--- config.mk ---
export PLATFORM = sky130hd
export DESIGN_NAME = spSubUnit
export DESIGN_NICKNAME = d
export VERILOG_FILES = /design/src/rtl/spSubPkg.sv /design/src/rtl/spSubCtrl.sv /design/src/rtl/spSubDatapath.sv /design/src/rtl/spSubUnit.sv
export SDC_FILE = /design/constraint.sdc
export NUM_CORES = 1
export LEC_CHECK = 0
export ABC_AREA = 1
export CORE_ASPECT_RATIO = 1.4
export CORE_UTILIZATION = 50
export CTS_BUF_LIST = sky130_fd_sc_hd__clkbuf_8
export CTS_CLUSTER_DIAMETER = 100
export DETAILED_ROUTE_END_ITERATION = 10
export PLACE_DENSITY = 0.85
export SLEW_MARGIN = 20
export SYNTH_ARGS = -nofsm -noshare
export SYNTH_HDL_FRONTEND = slang
export SYNTH_SLANG_ARGS = --single-unit
--- constraint.sdc ---
create_clock -name clk -period 3.5 [get_ports clk]
set_input_delay 0.7 -clock clk [delete_from_list [all_inputs] [get_ports clk]]
set_output_delay 0.7 -clock clk [all_outputs]
set_load 0.1 [all_outputs]
--- src/rtl/spSubPkg.sv ---
package spSubPkg;
  localparam int SP_W     = 24;
  localparam int IMM_LO_W = 13;
  localparam int IMM_HI_W = SP_W - IMM_LO_W;
  localparam int REG_AW   = 3;
  localparam int ZERO_LSB = 2;

  localparam logic [12:0] SUB_PATTERN = 13'b0011000000011;
  localparam logic [2:0]  PREFIX_TAG  = 3'b110;

  typedef enum logic [1:0] {
    MODE_REG   = 2'd0,
    MODE_IMM13 = 2'd1,
    MODE_IMM24 = 2'd2
  } opMode_e;

  typedef struct packed {
    logic    writeSp;
    logic    pushPrefix;
    logic    clearPrefix;
    opMode_e mode;
  } ctrlStrobes_t;
endpackage

--- src/rtl/spSubCtrl.sv ---
module spSubCtrl
  import spSubPkg::*;
(
  input  logic         clk,
  input  logic         rstN,
  input  logic         instrValid,
  input  logic [15:0]  instrWord,
  input  logic         inDelaySlot,
  output ctrlStrobes_t strobes
);
  logic [1:0] prefixCount;
  logic isSub;
  logic isPrefix;

  assign isSub    = instrValid && (instrWord[15:3] == SUB_PATTERN);
  assign isPrefix = instrValid && (instrWord[15:13] == PREFIX_TAG);

  always_comb begin
    strobes.writeSp     = isSub;
    strobes.pushPrefix  = isPrefix;
    strobes.clearPrefix = instrValid && !isPrefix;
    if (inDelaySlot || prefixCount == 2'd0) strobes.mode = MODE_REG;
    else if (prefixCount == 2'd1)           strobes.mode = MODE_IMM13;
    else                                    strobes.mode = MODE_IMM24;
  end

  always_ff @(posedge clk) begin
    if (!rstN) begin
      prefixCount <= 2'd0;
    end else if (strobes.pushPrefix) begin
      if (prefixCount != 2'd2) prefixCount <= prefixCount + 2'd1;
    end else if (strobes.clearPrefix) begin
      prefixCount <= 2'd0;
    end
  end
endmodule

--- src/rtl/spSubDatapath.sv ---
module spSubDatapath
  import spSubPkg::*;
(
  input  logic                clk,
  input  logic                rstN,
  input  ctrlStrobes_t        strobes,
  input  logic [IMM_LO_W-1:0] prefixBits,
  input  logic [SP_W-1:0]     rdData,
  output logic [SP_W-1:0]     spValue
);
  logic [IMM_LO_W-1:0] olderImm;
  logic [IMM_LO_W-1:0] newerImm;
  logic [SP_W-1:0]     minuend;
  logic [SP_W-1:0]     subtrahend;
  logic [SP_W-1:0]     difference;
  logic [SP_W-1:0]     spNext;

  always_comb begin
    case (strobes.mode)
      MODE_IMM13: begin
        minuend    = rdData;
        subtrahend = {{(SP_W-IMM_LO_W){1'b0}}, newerImm};
      end
      MODE_IMM24: begin
        minuend    = rdData;
        subtrahend = {olderImm[IMM_HI_W-1:0], newerImm};
      end
      default: begin
        minuend    = spValue;
        subtrahend = rdData;
      end
    endcase
    difference = minuend - subtrahend;
    spNext     = {difference[SP_W-1:ZERO_LSB], {ZERO_LSB{1'b0}}};
  end

  always_ff @(posedge clk) begin
    if (!rstN) begin
      olderImm <= '0;
      newerImm <= '0;
      spValue  <= '0;
    end else begin
      if (strobes.pushPrefix) begin
        olderImm <= newerImm;
        newerImm <= prefixBits;
      end
      if (strobes.writeSp) spValue <= spNext;
    end
  end
endmodule

--- src/rtl/spSubUnit.sv ---
module spSubUnit
  import spSubPkg::*;
(
  input  logic              clk,
  input  logic              rstN,
  input  logic              instrValid,
  input  logic [15:0]       instrWord,
  input  logic              inDelaySlot,
  output logic [REG_AW-1:0] rdAddr,
  input  logic [SP_W-1:0]   rdData,
  output logic [SP_W-1:0]   spValue,
  output logic              spWriteEn
);
  ctrlStrobes_t strobes;

  assign rdAddr    = instrWord[REG_AW-1:0];
  assign spWriteEn = strobes.writeSp;

  spSubCtrl uCtrl (
    .clk(clk), .rstN(rstN), .instrValid(instrValid),
    .instrWord(instrWord), .inDelaySlot(inDelaySlot), .strobes(strobes)
  );

  spSubDatapath uPath (
    .clk(clk), .rstN(rstN), .strobes(strobes),
    .prefixBits(instrWord[IMM_LO_W-1:0]), .rdData(rdData), .spValue(spValue)
  );
endmodule

==> impl_results.md <==
* Max Transition Viols Final at 0
* Synth top area cells: dfxtp_1, nand2_1, a21oi_1
* CTS Sinks at 48
* Detailed Route Iter0 Violations at 274
* Antenna Nets Post-Route at 0
* Most common cell in the synthesized netlist: nand2_1
* Asr flop ratio synth at 0%
* Switching Fraction at 30.00%
* First-pass GRT wire length at 19,550 um
* Synth unique cells at 32
* Clock Latency Late Sink at between 0.3 and 0.4 ns
* Post-CTS Setup Bufs at 0
* CTS Buf Count at 5
* Buf/Inv on CP at 4
* Hold_sp: uPath.newerImm[11]
* Worst Setup Start Kind: primary input
* Static Leakage at 2.130 nW
* Hold WS at 0.4610 ns
* Initial core utilization at 51.96%
* Peak Freq at approximately 300 MHz
* All-Layer GR Usage at a little under a third
* Diodes inserted at 0
* Initial DRT Pass Iterations at 5
* Clock Tree Buf Depth at 2
* Cell internal pwr at 894.3 uW
* I/O pin cnt at 72
* RR Endpoint: uPath.spValue[19]
* Relative slew slack at 34.40%
* Finished Cell Area at roughly 4800 um^2
* Kind of critical path: primary input to flop
* WP data required at 3.72 ns
* Worst Hold Path EP: uPath.newerImm[11]
* Vias in the first global route at 4,280
* Drt wl/cell at 14.77 um
* Final setup vio count at 0
* Post-Place Cells at 792
* Worst path top cell family by delay: simple AND/OR/NAND/NOR gates
* Power Dens Cells at 268.0 nW/um^2
* IO buf count at ~70
* Max cap viols at 0
* Actual slew at the worst max-slew pin at just under 1 ns
* Place WS at -0.09747 ns
* CTS root buffer: clkbuf_8
* Area leader, netlist: dfxtp_1
* HPWL Detailed at 9350 um
* Flops & latches, synth at 48
* Final hold violations at 0
* Post-Synthesis Cells at 637
* Largest net degree at the start of global routing at 51
* DR vias/cell at 5.445
* CP max stage delay at 0.46 ns
* VDD IR-drop max at 0.0002644 V
* Hold Buf Count CTS at 0
* Via count at 4,356
* Post-Place Cell Area at 4646 um^2
* Std cell rows at 37
* Post-cts resize count at 0
* Grt ovf at 0
* Hold Crit Class: flop to flop
* Post-synth EDFFs at 0
* Synthesized area per cell at about 6.0 um^2
* Mapped Area at 3825 um^2
* Crit-path cells: clkdlybuf4s50_1 > nor2_4 > inv_2 > or2_1 > nor2_1 > a21oi_1 > ha_1 > nand2_1 > nor2_1 > inv_1 > nor3_1 > nand4_1 > nand4_1 > nand3_1 > nand2_1 > inv_1
* Fin crit period at 3.281 ns
* WL final at around 12,000 um
* Final Skew at 0.01566 ns
* TritonCTS clock tree: yes
* Status: complete, no violations
* Die X-Extent at 75.92 um
* Main synth FF type: dfxtp_1
* Gate power share at 21.2%
* NumNets Final at 771
* CP Capture Type: flop
* FF-to-FF setup slack at approximately 0.35 ns
* CORE AREA at 7361 um^2
* Hold Path Depth at 2
* Clock power frac at a little over a third
* Placer Congestion at roughly 0.94
* Power, Total at 1.278 mW
* Synth Warn # at 0
* Final Non-Filler Cells at 800
* Total net switching power at 383.3 uW
* Clock slew seen by the registers of the worst setup and hold paths at 0.09 ns
* Crit-path max FO at 11
* Final setup margin at 0.2190 ns
* Worst path slowest cell: clkdlybuf4s50_1
* H-tree levels at 2
* Final Cycle Share at 93.74%
* Cells on worst reg2reg path at 17
* Area delta synth->final at 24.63%
* Layout cell share with drive strength beyond 1 at roughly 5.5%
* RR Startpoint: uCtrl.prefixCount[0]
* Initial antenna violation count at 1
* RSZ-0062 raised after global routing: true
* Die Y at 105.5 um
* Die footprint at 8009 um^2
* Post-synthesis sequential area ratio at 25.12%
* Post-synth top cells: nand2_1, inv_1, a21oi_1
* Synth top area share at 25.12%
* Arrival time at the worst endpoint at ~3.5 ns
* DRC at 0
* Register share of total power at 43.8%
==> per-layer routing <==
layer,vias to the layer above,track usage (%),part of all wire (%)
met1,1995,34.67,41
met2,151,55.78,50
met3,31,4.416,4.9
li1,2179,-,-
met5,-,0,0
met4,0,17.58,4.4
==> final cells by class <==
cell class	count	area, um^2
well taps	97	121.4
flip-flops and latches	48	960.9
inverters	107	401.6
clock buffers	6	82.58
fillers	697	2594
multi-input cells	456	2344
repair buffers	84	818.3
clock inverters	2	38.79
==> logic make-up (layout without fill, tap and decap cells) <==
family / Yosys count / after routing / synth area share (%)
AOI/OAI and AO/OA: 168 / 168 / 23.00
adders and majority gates: 25 / 25 / 8.178
xor gates and xnor gates: 7 / 7 / 1.603
and+or+nand+nor: 254 / 254 / 28.30
DFF: 48 / 48 / 25.12
other: 1 / 2 / 0.09804
buffers and inverters: 134 / 199 / 13.71
==> worst reg2reg max path, stage by stage, from the launching register on <==
cell and delay (ns):
dfxtp_1 0.37, inv_1 0.09, ha_1 0.26, nor2_4 0.16, inv_2 0.05, or2_1 0.35
nor2_1 0.21, a21oi_1 0.08, ha_1 0.37, nand2_1 0.11, nor2_1 0.15, inv_1 0.07
nor3_1 0.25, nand4_1 0.23, nand4_1 0.15, nand3_1 0.08, nand2_1 0.06, inv_1 0.04
==> through the flow <==
step | util, % | TNS (ns)
2_1_floorplan | - | 0
3_3_place_gp | 63.11 | -0.1661
3_5_place_dp | 63.11 | -0.1530
4_1_cts | 64.76 | 0
5_1_grt | 64.76 | -0.005393
6_report | 64.76 | 0
==> placed cells by master (no fill, tap or decap), types with 2 or more instances in the layout <==
cell type	synthesis	final
or2_1	3	3
o21ai_0	67	67
xor2_1	7	7
o21a_1	2	2
nor2_1	60	60
o21ai_1	8	8
nand3b_1	2	2
o21bai_1	3	3
clkbuf_8	0	6
nor3_2	2	2
a21oi_1	80	80
clkdlybuf4s50_1	0	65
nor4_2	2	2
buf_4	5	17
buf_12	0	2
ha_1	25	25
nand4_1	6	6
a21o_1	3	3
inv_1	103	103
o211ai_1	3	3
dfxtp_1	48	48
conb_1	1	2
nand3_1	38	38
nor3_1	5	5
nand2_2	2	2
nand2_1	132	132
inv_2	3	3
==> power groups by stage <==
| stage | Sequential (mW) | Combinational, mW | Clock, mW |
|---|---|---|---|
| floorplan | 0.571 | 0.166 | 0 |
| global placement | 0.572 | 0.262 | 0 |
| detailed placement | 0.573 | 0.266 | 0 |
| CTS | 0.560 | 0.268 | 0.455 |
| global route | 0.561 | 0.298 | 0.466 |
| finish | 0.560 | 0.270 | 0.447 |
==> registers in the layout, indices dropped and copies added, names as in the netlist <==
register	flops
uPath.olderImm	11
uCtrl.prefixCount	2
uPath.newerImm	13
uPath.spValue	22
==> worst max path at each step <==
| stage | from | endpoint | slack [ns] | cells after the start |
|---|---|---|---|---|
| detailed placement | inDelaySlot | uPath.spValue[19] | -0.1 | 16 |
| global placement | inDelaySlot | uPath.spValue[19] | -0.12 | 16 |
| finish | inDelaySlot | uPath.spValue[19] | 0.22 | 16 |
| floorplan | inDelaySlot | uPath.spValue[23] | 0.74 | 17 |
| global route | inDelaySlot | uPath.spValue[23] | -0.005 | 17 |
| CTS | inDelaySlot | uPath.spValue[19] | 0.23 | 16 |
Power figures use the tool's default switching activity.
